===== config.mk =====
export PLATFORM = sky130hd
export DESIGN_NAME = cfg_sync_padder
export DESIGN_NICKNAME = d
export VERILOG_FILES = /design/src/rtl/cfgpad_pkg.sv /design/src/rtl/cfgpad_tick_timer.sv /design/src/rtl/cfgpad_ratio_keeper.sv /design/src/rtl/cfg_sync_padder.sv
export SDC_FILE = /design/constraint.sdc
export NUM_CORES = 1
export LEC_CHECK = 0
export BUFFER_PORTS_ARGS = -buffer_cell sky130_fd_sc_hd__buf_2
export CELL_PAD_IN_SITES_DETAIL_PLACEMENT = 2
export CELL_PAD_IN_SITES_GLOBAL_PLACEMENT = 2
export CORE_UTILIZATION = 27
export CTS_BUF_LIST = sky130_fd_sc_hd__clkbuf_16
export CTS_CLUSTER_SIZE = 24
export DETAILED_ROUTE_END_ITERATION = 10
export GPL_TIMING_DRIVEN = 1
export PLACE_DENSITY = 0.84
export SLEW_MARGIN = 20
export SYNTH_ARGS = -nofsm -noshare
export SYNTH_HDL_FRONTEND = slang
export SYNTH_SLANG_ARGS = --single-unit

===== constraint.sdc =====
create_clock -name clk -period 1.65 [get_ports clk]
set_input_delay 0.0825 -clock clk [delete_from_list [all_inputs] [get_ports clk]]
set_output_delay 0.0825 -clock clk [all_outputs]
set_load 0.01 [all_outputs]

===== src/rtl/cfgpad_pkg.sv =====
package cfgpad_pkg;
  typedef enum logic [1:0] {
    ST_IDLE  = 2'd0,
    ST_CHECK = 2'd1,
    ST_SEND  = 2'd2,
    ST_WAIT  = 2'd3
  } pad_state_e;

  localparam int unsigned RATIO_FIELD_W = 2;
  localparam logic [RATIO_FIELD_W-1:0] RATIO_ONE_TO_ONE = '0;
endpackage


===== src/rtl/cfgpad_tick_timer.sv =====
module cfgpad_tick_timer #(
  parameter int unsigned LIMIT = 1000
) (
  input  logic clk,
  input  logic rst_n,
  input  logic clear_i,
  input  logic tick_i,
  output logic expired_o
);
  localparam int unsigned CW = $clog2(LIMIT + 1);

  logic [CW-1:0] cnt_q;

  assign expired_o = (cnt_q == CW'(LIMIT));

  always_ff @(posedge clk or negedge rst_n) begin
    if (!rst_n)
      cnt_q <= '0;
    else if (clear_i)
      cnt_q <= '0;
    else if (tick_i && !expired_o)
      cnt_q <= cnt_q + 1'b1;
  end
endmodule


===== src/rtl/cfgpad_ratio_keeper.sv =====
module cfgpad_ratio_keeper #(
  parameter int unsigned RATIO_W = 2
) (
  input  logic               clk,
  input  logic               rst_n,
  input  logic               save_i,
  input  logic               restore_i,
  input  logic [RATIO_W-1:0] cur_i,
  output logic [RATIO_W-1:0] ratio_o,
  output logic               we_o
);
  logic [RATIO_W-1:0] kept_q;

  always_ff @(posedge clk or negedge rst_n) begin
    if (!rst_n) begin
      kept_q  <= '0;
      ratio_o <= '0;
      we_o    <= 1'b0;
    end else begin
      we_o <= save_i | restore_i;
      if (save_i) begin
        kept_q  <= cur_i;
        ratio_o <= RATIO_W'(cfgpad_pkg::RATIO_ONE_TO_ONE);
      end else if (restore_i) begin
        ratio_o <= kept_q;
      end
    end
  end
endmodule


===== src/rtl/cfg_sync_padder.sv =====
module cfg_sync_padder #(
  parameter int unsigned DATA_W         = 32,
  parameter int unsigned RATIO_W        = 2,
  parameter int unsigned CNT_W          = 16,
  parameter int unsigned INTERVAL_TICKS = 1,
  parameter int unsigned TIMEOUT_TICKS  = 1000
) (
  input  logic               clk,
  input  logic               rst_n,
  input  logic               start_i,
  input  logic               early_user_i,
  input  logic               tick_i,
  input  logic [RATIO_W-1:0] ratio_cur_i,
  output logic [RATIO_W-1:0] ratio_o,
  output logic               ratio_we_o,
  output logic               wd_valid_o,
  input  logic               wd_ready_i,
  output logic [DATA_W-1:0]  wd_data_o,
  output logic               done_o,
  output logic               timeout_o,
  output logic [CNT_W-1:0]   word_cnt_o
);
  import cfgpad_pkg::*;

  localparam logic [DATA_W-1:0] FILL_WORD = {DATA_W{1'b1}};

  pad_state_e state_q, state_d;
  logic [CNT_W-1:0] cnt_q;
  logic done_q, to_q;
  logic gap_exp, budget_exp;
  logic hs, start_ok, end_ok, end_to, finish;

  always_comb begin
    hs       = (state_q == ST_SEND) && wd_ready_i;
    start_ok = (state_q == ST_IDLE) && start_i;
    end_ok   = (state_q == ST_CHECK) && early_user_i;
    end_to   = !end_ok && budget_exp &&
               ((state_q == ST_CHECK) ||
                (state_q == ST_SEND && !wd_ready_i) ||
                (state_q == ST_WAIT));
    finish   = end_ok || end_to;
  end

  always_comb begin
    state_d = state_q;
    unique case (state_q)
      ST_IDLE:  if (start_i) state_d = ST_CHECK;
      ST_CHECK: if (finish) state_d = ST_IDLE;
                else state_d = ST_SEND;
      ST_SEND:  if (hs) state_d = ST_WAIT;
                else if (end_to) state_d = ST_IDLE;
      ST_WAIT:  if (end_to) state_d = ST_IDLE;
                else if (gap_exp) state_d = ST_CHECK;
      default:  state_d = ST_IDLE;
    endcase
  end

  always_ff @(posedge clk or negedge rst_n) begin
    if (!rst_n) begin
      state_q <= ST_IDLE;
      cnt_q   <= '0;
      done_q  <= 1'b0;
      to_q    <= 1'b0;
    end else begin
      state_q <= state_d;
      done_q  <= end_ok;
      to_q    <= end_to;
      if (start_ok)
        cnt_q <= '0;
      else if (hs)
        cnt_q <= cnt_q + 1'b1;
    end
  end

  cfgpad_tick_timer #(.LIMIT(INTERVAL_TICKS)) gap_tmr_i (
    .clk       (clk),
    .rst_n     (rst_n),
    .clear_i   (hs),
    .tick_i    (tick_i),
    .expired_o (gap_exp)
  );

  cfgpad_tick_timer #(.LIMIT(TIMEOUT_TICKS)) budget_tmr_i (
    .clk       (clk),
    .rst_n     (rst_n),
    .clear_i   (start_ok),
    .tick_i    (tick_i),
    .expired_o (budget_exp)
  );

  cfgpad_ratio_keeper #(.RATIO_W(RATIO_W)) ratio_i (
    .clk       (clk),
    .rst_n     (rst_n),
    .save_i    (start_ok),
    .restore_i (finish),
    .cur_i     (ratio_cur_i),
    .ratio_o   (ratio_o),
    .we_o      (ratio_we_o)
  );

  assign wd_valid_o = (state_q == ST_SEND);
  assign wd_data_o  = FILL_WORD;
  assign done_o     = done_q;
  assign timeout_o  = to_q;
  assign word_cnt_o = cnt_q;
endmodule


# After elaboration in Yosys (flattened, before gate mapping)

Cells that the tools add are included.

$add $sub $neg: 3
Equality and inequality tests: 7
Muxes and demuxes: 15
Bitwise operators: 1
Reduce and logical (&&, ||, !) cells: 21

Operators with widths:

| kind                  | number |
|---|---|
| $mux 16               | 2 |
| $mux 10               | 2 |
| $add 16x1->16 const B | 1 |
| $mux 2                | 8 |
| $add 10x1->10 const B | 1 |
| $eq 10x10->1 const B  | 1 |
| $logic_and 1x1->1     | 8 |
| $pmux 2 s4            | 1 |
| $reduce_bool 2->1     | 4 |
| $eq 2x2->1 const B    | 2 |
| $logic_not 1->1       | 4 |
| $logic_or 1x1->1      | 3 |
| $ne 3x1->1 const B    | 1 |
| $ne 3x2->1 const B    | 1 |
| $reduce_and 3->1      | 1 |
| $eq 2x1->1 const B    | 1 |
| $logic_not 2->1       | 1 |
| $mux 1                | 2 |
| $ne 2x2->1 const B    | 1 |
| $add 1x1->1 const B   | 1 |
| $or 1x1->1            | 1 |

Register bits after elaboration: 36
Input bits: 8
Output and inout port bits: 54
Word-level logic and storage cells: 56

# Longest topological paths before layout

Gate-level depths: netlist (run 1).

Word-level depth: 8
Depth in mapped cells: 6
Gate-level depth less buffers: 6

# Hierarchy

A second synthesis (run 1) with hierarchy kept.

Cell total of the unflattened synthesis: 207
Area, all modules: 2068.2 µm²

By module, submodules not included:

| module                            | instances | cells an instance | area an instance (µm²) | sequential area each (µm²) |
|---|---|---|---|---|
| cfg_sync_padder                   | 1         | 135               | 1262.5                 | 500.5 |
| cfgpad_tick_timer at budget_tmr_i | 1         | 58                | 589.3                  | 250.2 |
| cfgpad_ratio_keeper               | 1         | 12                | 181.4                  | 125.1 |
| cfgpad_tick_timer at gap_tmr_i    | 1         | 2                 | 35.0                   | 25.0 |

# Worst setup path after synthesis (run 1)

OpenSTA, ideal clock, no wires.

Kind: reg2reg
Start point: register state_q[0]
End point: register cnt_q[15], in the netlist word_cnt_o[15]
Library setup time: 0.078 ns
Arrival: 1.539 ns
Required time: 1.572 ns
Setup slack: 0.033 ns
Cell stages (with the launch flop): 7
Path buffers: 2
Period minus slack after synthesis: 1.617 ns
Cell sequence: dfrtp_1 > buf_6 > and4b_1 > buf_6 > nand3_4 > or4_1 > a21oi_1

Longest elaborated chain between the ends: 3
Elaborated cells between the ends (all ways): 6
Classes of those cells: eq/ne (1); mux (1); reduce/logical (4)

Ends and longest elaborated chain:

| element                                                | line                                         | RTL |
|---|---|---|
| from (decl)                                            | cfg_sync_padder.sv:27                        | `pad_state_e state_q, state_d;` |
| from (signal assigned)                                 | cfg_sync_padder.sv:65                        | `state_q <= state_d;` |
| $eq 2x2->1 or $logic_not 2->1 (tied branches)          | cfg_sync_padder.sv:34, cfg_sync_padder.sv:35 |  |
| $logic_and 1x1->1, on equally long branches            | cfg_sync_padder.sv:34, cfg_sync_padder.sv:35 |  |
| $reduce_bool 2->1 (no line) or $mux 16 (tied branches) | -                                            |  |
| to (signal assigned)                                   | cfg_sync_padder.sv:71                        | `cnt_q <= cnt_q + 1'b1;` |
| to (decl)                                              | cfg_sync_padder.sv:28                        | `logic [CNT_W-1:0] cnt_q;` |

Several ways; a longest one is shown, not always the timed one.
A chain may end at the register's enable or synchronous reset.

# Worst setup path after layout (run 1)

Start point: register state_q[0]
End point: register cnt_q[10], in the netlist word_cnt_o[10]

Same word-level chain as after synthesis.

==> results of run 1 <==
## worst register-to-register path, stage by stage, from the launching register on
cell	delay [ns]
dfrtp_1	0.38
and4b_2	0.33
buf_4	0.15
nand4_1	0.16
or3_1	0.36
a21oi_1	0.17
## cells by family after synthesis
group / count (synthesis) / share of synthesized area (%)
AOI/OAI and AO/OA: 27 / 7.53
adders and majority gates: 3 / 1.88
and+or+nand+nor: 86 / 22.6
DFF: 36 / 45.2
xor gates and xnor gates: 14 / 6.15
buffers and inverters: 43 / 14.9
other: 1 / 0.188
muxes: 3 / 1.51
## what timing repair did
| item | in CTS | in global routing |
|---|---|---|
| hold buffers | 1 | 0 |
| pin swaps | 0 | 1 |
| setup endpoints to repair | 1 | 8 |
| gates resized for setup | 1 | 4 |
| buffers inserted | 0 | 2 |
| hold endpoints to repair | 36 | 0 |
## worst min path at each step
stage,startpoint,endpoint,slack [ns],cells after the start
floorplan,rst_n,budget_tmr_i.cnt_q[0],-0.21,0
global placement,rst_n,ratio_i.we_o,0.16,2
detailed placement,rst_n,ratio_i.we_o,0.17,2
CTS,ratio_cur_i[1],ratio_i.kept_q[1],0.002,3
global route,ratio_cur_i[0],ratio_i.kept_q[0],0.02,3
finish,ratio_cur_i[1],ratio_i.kept_q[1],-0.00002,3
## report_power, final
part           switching, uW  leakage [uW]  internal [uW]  total, uW
combinational            553      0.000653            354        907
clock                    373     0.0000850            704       1080
sequential               101      0.000480           1050       1150
## layer usage
| metal | up-vias | GRT usage, % | wire length, um |
|---|---|---|---|
| met5 | - | 0 | 0 |
| met4 | 0 | 8.05 | 137 |
| met3 | 9 | 4.15 | 219 |
| met2 | 42 | 26.5 | 2970 |
| met1 | 806 | 18.7 | 2390 |
| li1 | 755 | - | - |
## sequential cells by signal (all words and copies together), names as in the netlist
name and flops:
ratio_i.ratio_o 2, ratio_i.we_o 1, state_q 2, word_cnt_o 16, ratio_i.kept_q 2, budget_tmr_i.cnt_q 10, done_o 1, gap_tmr_i.expired_o 1
timeout_o 1
## Yosys cell counts, types with 2 or more instances
master    instances  area share (%)
dfrtp_1          36              45
buf_4            32              12
nand2_1          24             4.5
nor2_1           17             3.2
a21oi_1          11             2.8
o21ai_0          11             2.8
nand3_1           9             2.3
xnor2_1           8             3.5
or3_1             7             2.2
xor2_1            6             2.6
nand4_1           5             1.6
clkbuf_1          4            0.75
inv_1             4            0.75
and2_1            3            0.94
and3_1            3            0.94
and4_1            3             1.3
ha_1              3             1.9
mux2i_1           3             1.5
nor3_1            3            0.75
nor4_1            3            0.94
buf_6             2             1.1
o31ai_1           2            0.75
or4_1             2            0.75
## stage by stage
stage | TNS, ns | utilization, %
floorplan | 0 | -
global placement | 0 | 31.9
detailed placement | 0 | 31.9
CTS | 0 | 34.4
global route | -0.0413 | 34.8
finish | 0 | 34.8
## cell type report
| class | count | share of cell area (%) |
|---|---|---|
| Clock buffer | 5 | 5.15 |
| Clock inverter | 3 | 1.60 |
| Inverter | 4 | 0.618 |
| Multi-Input combinational cell | 165 | 38.0 |
| Sequential cell | 36 | 37.2 |
| Tap cell | 96 | 4.94 |
| Timing Repair Buffer | 50 | 12.6 |
==> impl_metrics.toml, run 1 <==
[run_status]
outcome = "finished with violations"
failed_checks = "hold timing"

[global_route]
grt_pass1_vias = 1683
grt_pass1_wl_mm = 8.88
grt_use_total_pct = 15.8
grt-ovfl-total = 0
grt_max_degree = 37
grt_antenna_before_repair = 0

[critical_path]
cp_slowest_stage_delay_ns = 0.38
cp_max_fo = 5
worst_setup_path_start_kind = "register"
crit_buf_inv = 1
cp_num_cells = 5
worstReg2RegStart = "state_q[0]"
required_ns = 1.86
path_class = "register to register"
arrival_ns = 1.83
critical_path.endpoint = "word_cnt_o[10]"
reg2reg_setup_slack_ns = 0.02
crit_chain = "and4b_2, buf_4, nand4_1, or3_1, a21oi_1"
cpMaxStageDelayCell = "dfrtp_1"
cp_top_family = "simple AND/OR/NAND/NOR gates"
end_kind = "register"
crit_start = "state_q[0]"
worstReg2RegEnd = "word_cnt_o[10]"
reg2reg_depth = 5

[synthesis]
synth_cell_types = 35
synth-seq-cells = 36
ys.flop_type = "dfrtp_1"
syn_area_per_cell_um2 = 9.36
synth-edff-count = 0
synth_area_um2 = 1990
yosysWarnings = 0
synthCells = 213
synthArstFlopShare_pct = 100
ys_seq_area_share_pct = 45.2

[detailed_routing]
routed-via-count = 1612
via_per_inst = 4.49
ant_nets = 0
drt_iter0_markers = 36
drcViolationCount = 0
wl_per_cell_um = 15.9
totalWireLength_mm = 5.72
first_pass_iters = 4

[placement]
place_area_um2 = 2230
portBuffers = 29
globalplace.congestion = 0.736
dp_slack_ns = 0.0207
hpwl_mm = 3.79
dp.cells = 348

[timing]
hold_ws_ns = -0.0000243
setup_viol = 0
hold_violations = 1
period_share_pct = 98.5
fin_skew_ns = 0.00497
fin_ws_ns = 0.0246
fin_crit_ns = 1.63
drv_slew = 0
max_freq_ghz = 0.615

[min_path]
hp-class = "primary input to register"

[cells_and_area]
mostFrequentLayoutCells = "dfrtp_1, conb_1, buf_2"
syn_to_final_growth_pct = 21.9
multi_input_area_um2 = 923
stdcell_area_um2 = 2430
ff_latch_area_um2 = 903
drive_gt1_share_pct = 24.0
mostFrequentLayoutCell = "dfrtp_1"
antennaDiodeCount = 0
nNetsFinal = 273
stdcell_count = 359
fillers = 814

[cts]
cts_made_buffers = 5
cts.sinks = 36
clkLatencyLatePin_ns = 0.29
clkTransAtPathRegs_ns = 0.06
htreeDepth = 2
cts_root_buffer = "clkbuf_16"
cts_tree = "built"
clock_path_buffers = 2

[die]
dieHeight_um = 87.9
pin_count = 62
core_um2 = 6980
initial_utilization_pct = 28.6
die_x_um = 87.9
rows = 30
die-area_um2 = 7730

[pwr]
p_per_area_nw_per_um2 = 1290
vdd.ir_drop.worst_mv = 0.348
finalPower_uw = 3130
p_leak_uw = 0.00122

[run]
cap_violations = 0
Power figures use the tool's default switching activity.
==> run 2: changes to the inputs <==
--- a/config.mk
+++ b/config.mk
@@ -5,15 +5,16 @@
 export SDC_FILE = /design/constraint.sdc
 export NUM_CORES = 1
 export LEC_CHECK = 0
+export ABC_AREA = 1
 export BUFFER_PORTS_ARGS = -buffer_cell sky130_fd_sc_hd__buf_2
 export CELL_PAD_IN_SITES_DETAIL_PLACEMENT = 2
 export CELL_PAD_IN_SITES_GLOBAL_PLACEMENT = 2
-export CORE_UTILIZATION = 27
+export CORE_UTILIZATION = 26
 export CTS_BUF_LIST = sky130_fd_sc_hd__clkbuf_16
 export CTS_CLUSTER_SIZE = 24
 export DETAILED_ROUTE_END_ITERATION = 10
 export GPL_TIMING_DRIVEN = 1
-export PLACE_DENSITY = 0.84
+export PLACE_DENSITY = 0.85
 export SLEW_MARGIN = 20
 export SYNTH_ARGS = -nofsm -noshare
 export SYNTH_HDL_FRONTEND = slang
==> run 2 against run 1 <==
  * The run ends with DRC, hold timing left
  * Total power increased by 1.9%
  * Clock skew decreased by 0.0012 ns
  * Sequential power is 6% higher
  * Critical path type unchanged
==> impl_metrics.toml, run 2 <==
[run_status]
outcome = "finished with violations"
failed_checks = "DRC, hold timing"

[timing]
fin_crit_ns = 1.52
rsz0062_at_grt = "no"
hold_violations = 1
setup_tns_ns = 0
setup_viol = 0
period_share_pct = 92.3
max_freq_ghz = 0.657
fin_skew_ns = 0.00378
drv_slew = 0
hold_ws_ns = -0.000823

[critical_path]
cp_top_family = "simple AND/OR/NAND/NOR gates"
crit_chain = "inv_1, nand3_4, nor2_4, nand4_1, nand2_1, nand2_1, nor2_1"
end_kind = "register"
cp_slowest_stage_delay_ns = 0.45
cp_max_fo = 8
required_ns = 1.85
reg2reg_depth = 7
worstReg2RegStart = "state_q[0]"
cp_num_cells = 7
path_class = "register to register"
arrival_ns = 1.73
cpMaxStageDelayCell = "dfrtp_1"
worst_setup_path_start_kind = "register"
reg2reg_setup_slack_ns = 0.13
worstReg2RegEnd = "word_cnt_o[10]"
cpMostUsedCell = "nand2_1"
crit_buf_inv = 1

[die]
rows = 34
initial_utilization_pct = 27.2
die-area_um2 = 9610
core_um2 = 8810
dieHeight_um = 98.0
pin_count = 62
die_x_um = 98.0

[detailed_routing]
first_pass_iters = 9
drcViolationCount = 3
ant_nets = 0
routed-via-count = 2164
wl_per_cell_um = 14.4
totalWireLength_mm = 6.94
via_per_inst = 4.49
drt_iter0_markers = 36

[pwr]
p_leak_uw = 0.00150
vdd.ir_drop.worst_mv = 0.465
p_per_area_nw_per_um2 = 1170

[synthesis]
synthCells = 333
yosys.cell_count.top_type = "nand2_1"
synth_cell_types = 31
syn_area_per_cell_um2 = 7.20
synth_area_um2 = 2400
ys_top_cells_by_area = "dfrtp_1, nand2_1, buf_4"
yosysTopAreaCellShare_pct = 37.6
synth-seq-cells = 36
synth-edff-count = 0
yosys.area.top_type = "dfrtp_1"
ys_seq_area_share_pct = 37.6
synthArstFlopShare_pct = 100
yosysWarnings = 0
ys.flop_type = "dfrtp_1"
synth_commonest_cells = "nand2_1, inv_1, nor2_1"

[cts]
cts_tree = "built"
htreeDepth = 2
clkLatencyLatePin_ns = 0.28
clock_path_buffers = 2
cts.sinks = 36
cts_made_buffers = 5
cts_root_buffer = "clkbuf_16"
clkTransAtPathRegs_ns = 0.05

[global_route]
grt_use_total_pct = 16.0
grt-ovfl-total = 0
grt_pass1_vias = 2487
grt_pass1_wl_mm = 12.1
grt_max_degree = 37
grt_antenna_before_repair = 0

[min_path]
holdPathEnd = "ratio_i.kept_q[0]"
hp-class = "primary input to register"
hold-path-cell-count = 3
hp-start = "ratio_cur_i[0]"

[cells_and_area]
syn_to_final_growth_pct = 14.2
antennaDiodeCount = 0
nNetsFinal = 385
fillers = 1049
mostFrequentLayoutCells = "nand2_1, inv_1, nor2_1"
utilization_pct = 31.1
mostFrequentLayoutCell = "nand2_1"
largest_reg_flops = 16
drive_gt1_share_pct = 17.9

[placement]
portBuffers = 29
globalplace.congestion = 0.757
hpwl_mm = 5.36

[run]
cap_violations = 0
run 2: where the power goes:
part | switching [uW] | total [uW] | internal (uW) | leakage, uW
registers | 180 | 1220 | 1040 | 0.000483
logic | 717 | 1080 | 358 | 0.000944
clock network | 351 | 894 | 542 | 0.0000709
total | 1250 | 3190 | 1940 | 0.00150
run 2: kinds of logic after synthesis:
kind of cell | synth area share [%]
and+or+nand+nor | 34.1
buffers and inverters | 19.2
DFF | 37.6
AOI/OAI and AO/OA | 6.73
adders and majority gates | 1.57
xor gates and xnor gates | 0.730
other | 0.156
run 2: routing by layer:
layer  track usage [%]  wire length, um  up-vias
met1              19.7             3160     1071
met5                 0                0        -
met2              28.9             3490       46
met3              2.93              224        4
met4              3.50               63        0
li1                  -                -     1043
run 2: worst max path at each step:
stage | endpoint | slack (ns) | startpoint
after floorplan | budget_tmr_i.cnt_q[5] | 0.29 | budget_tmr_i.cnt_q[0]
after global placement | ratio_i.ratio_o[1] | 0.18 | budget_tmr_i.cnt_q[0]
after detailed placement | state_q[0] | 0.06 | budget_tmr_i.cnt_q[0]
after CTS | state_q[0] | 0.04 | budget_tmr_i.cnt_q[0]
after global routing | word_cnt_o[10] | 0.01 | state_q[0]
final | word_cnt_o[10] | 0.13 | state_q[0]
run 2: tightest hold or removal path, delay by kind of cell:
kind                   cells  cell delay [ns]
buffers and inverters      1             0.07
and+or+nand+nor            2             0.08
run 2: metrics by stage:
| step | cell area (um2) | setup WS (ns) | instances | power (uW) |
|---|---|---|---|---|
| after floorplan | 2510 | 0.291 | 364 | 1930 |
| after detailed placement | 2570 | 0.0628 | 471 | 2260 |
| after CTS | 2710 | 0.0355 | 479 | 3190 |
| after global routing | 2740 | 0.0145 | 482 | 3430 |
| after global placement | 2570 | 0.179 | 471 | 2170 |
| final | 2740 | 0.127 | 482 | 3190 |
run 2: layout make-up:
type | instances | area, um2 | share of cell area [%]
multi-input cells | 242 | 1160 | 42.2
repair buffers | 38 | 215 | 7.86
flip-flops and latches | 36 | 902 | 32.9
inverters | 51 | 196 | 7.17
well taps | 108 | 135 | 4.93
clock inverters | 2 | 8.76 | 0.320
clock buffers | 5 | 125 | 4.57
run 2: repair_timing:
action,in CTS,in global routing
buffers inserted,0,3
endpoints found under the setup margin,0,14
resized for setup,0,3
hold endpoints to repair,36,0
hold buffers,1,0
==> run 3: changes to the inputs <==
--- a/config.mk
+++ b/config.mk
@@ -13,7 +13,7 @@
 export CTS_BUF_LIST = sky130_fd_sc_hd__clkbuf_16
 export CTS_CLUSTER_SIZE = 24
 export DETAILED_ROUTE_END_ITERATION = 10
-export GPL_TIMING_DRIVEN = 1
+export GPL_TIMING_DRIVEN = 0
 export PLACE_DENSITY = 0.85
 export SLEW_MARGIN = 20
 export SYNTH_ARGS = -nofsm -noshare
==> constraint.sdc (replaced) <==
create_clock -name clk -period 1.23 [get_ports clk]
set_input_delay 0.0615 -clock clk [delete_from_list [all_inputs] [get_ports clk]]
set_output_delay 0.0615 -clock clk [all_outputs]
set_load 0.01 [all_outputs]
==> run 3 against run 2 <==
  * The flow finishes with violations (DRC, setup timing)
  * Die area unchanged
  * Routed wire length increased by 75%
  * Via count increased by 23%
  * Sequential cell count unchanged
  * Maximum frequency decreased by 0.26%
  * Combinational power increased to 2.8 times the previous value
  * Utilization increased by 14 points
  * First-iteration DRC count increased by 89%
==> impl_metrics.toml, run 3 (synthesis results as in run 2) <==
[critical_path]
path_class = "register to register"
crit_chain = "nand2_1, nor2_4, nand3_4, nand2_8, buf_4, o21ai_1, a21oi_1"
cp_max_fo = 5
worst_setup_path_start_kind = "register"
cp_top_family = "simple AND/OR/NAND/NOR gates"
crit_start = "budget_tmr_i.cnt_q[9]"
crit_buf_inv = 1
cp_slowest_stage_delay_ns = 0.49
cpMaxStageDelayCell = "dfrtp_1"
reg2reg_setup_slack_ns = -0.30
worstReg2RegStart = "budget_tmr_i.cnt_q[9]"
end_kind = "register"
required_ns = 1.43
arrival_ns = 1.73

[cells_and_area]
mostFrequentLayoutCell = "buf_4"
largest_reg_flops = 16
multi_input_area_um2 = 1610
syn_to_final_growth_pct = 64.9
fillers = 1012
ff_latch_area_um2 = 918
stdcell_count = 559
mostFrequentLayoutCells = "buf_4, nand2_1, inv_1"
drive_gt1_share_pct = 54.8
nNetsFinal = 462
utilization_pct = 44.9
antennaDiodeCount = 0
stdcell_area_um2 = 3960

[cts]
cts.sinks = 36
clkTransAtPathRegs_ns = 0.05
clkLatencyLatePin_ns = 0.29
clock_path_buffers = 2
htreeDepth = 2
cts_tree = "built"
cts_made_buffers = 5
cts_root_buffer = "clkbuf_16"

[detailed_routing]
routed-via-count = 2669
wl_per_cell_um = 21.7
drcViolationCount = 3
drt_iter0_markers = 68
via_per_inst = 4.77
first_pass_iters = 7
ant_nets = 0
totalWireLength_mm = 12.1

[pwr]
pwr-share-clk_pct = 21.1
vdd.ir_drop.worst_mv = 0.692
p_leak_uw = 0.00202
swShare_pct = 41.6
p_comb_share_pct = 50.3
p_per_area_nw_per_um2 = 1500
seq_power_share_pct = 28.7
p_sw_uw = 2460
p_int_uw = 3460

[timing]
worstMarginPinSlew_ns = 0.544
setup_viol = 33
rsz0062_at_grt = "yes"
period_share_pct = 124
hold_violations = 0
max-slew-margin-rel_pct = 63.7
fin_crit_ns = 1.53
fin_skew_ns = 0.0107
drv_slew = 0
fin_ws_ns = -0.297
setup_tns_ns = -5.08
max_freq_ghz = 0.655

[global_route]
grt-ovfl-total = 0
grt_max_degree = 37
grt_pass1_vias = 2864
grt_pass1_wl_mm = 16.4
grt_antenna_before_repair = 0
grt_use_total_pct = 23.0

[placement]
portBuffers = 29
place_area_um2 = 2830
dp_slack_ns = -0.303
globalplace.congestion = 0.791
hpwl_mm = 5.57
dp.cells = 501

[die]
core_um2 = 8810
pin_count = 62
dieHeight_um = 98.0
die_x_um = 98.0
rows = 34
die-area_um2 = 9610
initial_utilization_pct = 27.2

[min_path]
hp-class = "primary input to register"
hp-start = "tick_i"

[run_status]
outcome = "finished with violations"
failed_checks = "DRC, setup timing"

[run]
cap_violations = 0
## run 3: power by group through the flow
stage               Sequential (uW)  Combinational [uW]  Clock (uW)
floorplan                      1640                1000           0
global placement               1650                1390           0
detailed placement             1670                1460           0
CTS                            1650                2270        1240
global route                   1720                3190        1310
finish                         1700                2980        1250
## run 3: timing repair
action                                  CTS  global route
resized for setup                        78            86
hold endpoints to repair                 38             0
setup buffers                            25            21
pin swaps                                22            44
endpoints found under the setup margin   32            44
hold buffers                              3             0
gates cloned                              3             0
## run 3: cell type report
cell class              instances  share of cell area, %
plain buffers                  35                   7.15
well taps                     108                   3.42
repair inverters                1                  0.411
multi-input cells             242                   40.6
clock buffers                   5                   3.16
repair buffers                 79                   16.2
inverters                      51                   5.69
flip-flops and latches         36                   23.2
clock inverters                 2                  0.190
## run 3: through the flow
step	power (uW)	hold slack, ns
2_1_floorplan	2640	-0.234
3_3_place_gp	3040	0.237
3_5_place_dp	3130	0.231
4_1_cts	5170	0.0873
5_1_grt	6220	0.157
6_report	5930	0.118
## run 3: worst paths after layout
path / end / cells past startpoint
min reg2reg: gap_tmr_i.expired_o / 2
max reg2reg: budget_tmr_i.cnt_q[4] / 7
max: budget_tmr_i.cnt_q[4] / 7
min: gap_tmr_i.expired_o / 3
min in group asynchronous: budget_tmr_i.cnt_q[8] / 2
max in group asynchronous: state_q[1] / 2
## run 3: worst min-delay path, stage by stage
cell and delay, ns:
buf_2 0.15, o21ai_0 0.10, inv_1 0.05
## run 3: routing by layer
layer | vias up | wire (um) | global-route usage [%]
met4 | 0 | 640 | 12.6
met3 | 42 | 423 | 4.94
li1 | 1208 | - | -
met5 | - | 0 | 0
met1 | 1330 | 4590 | 25.2
met2 | 89 | 6470 | 41.2
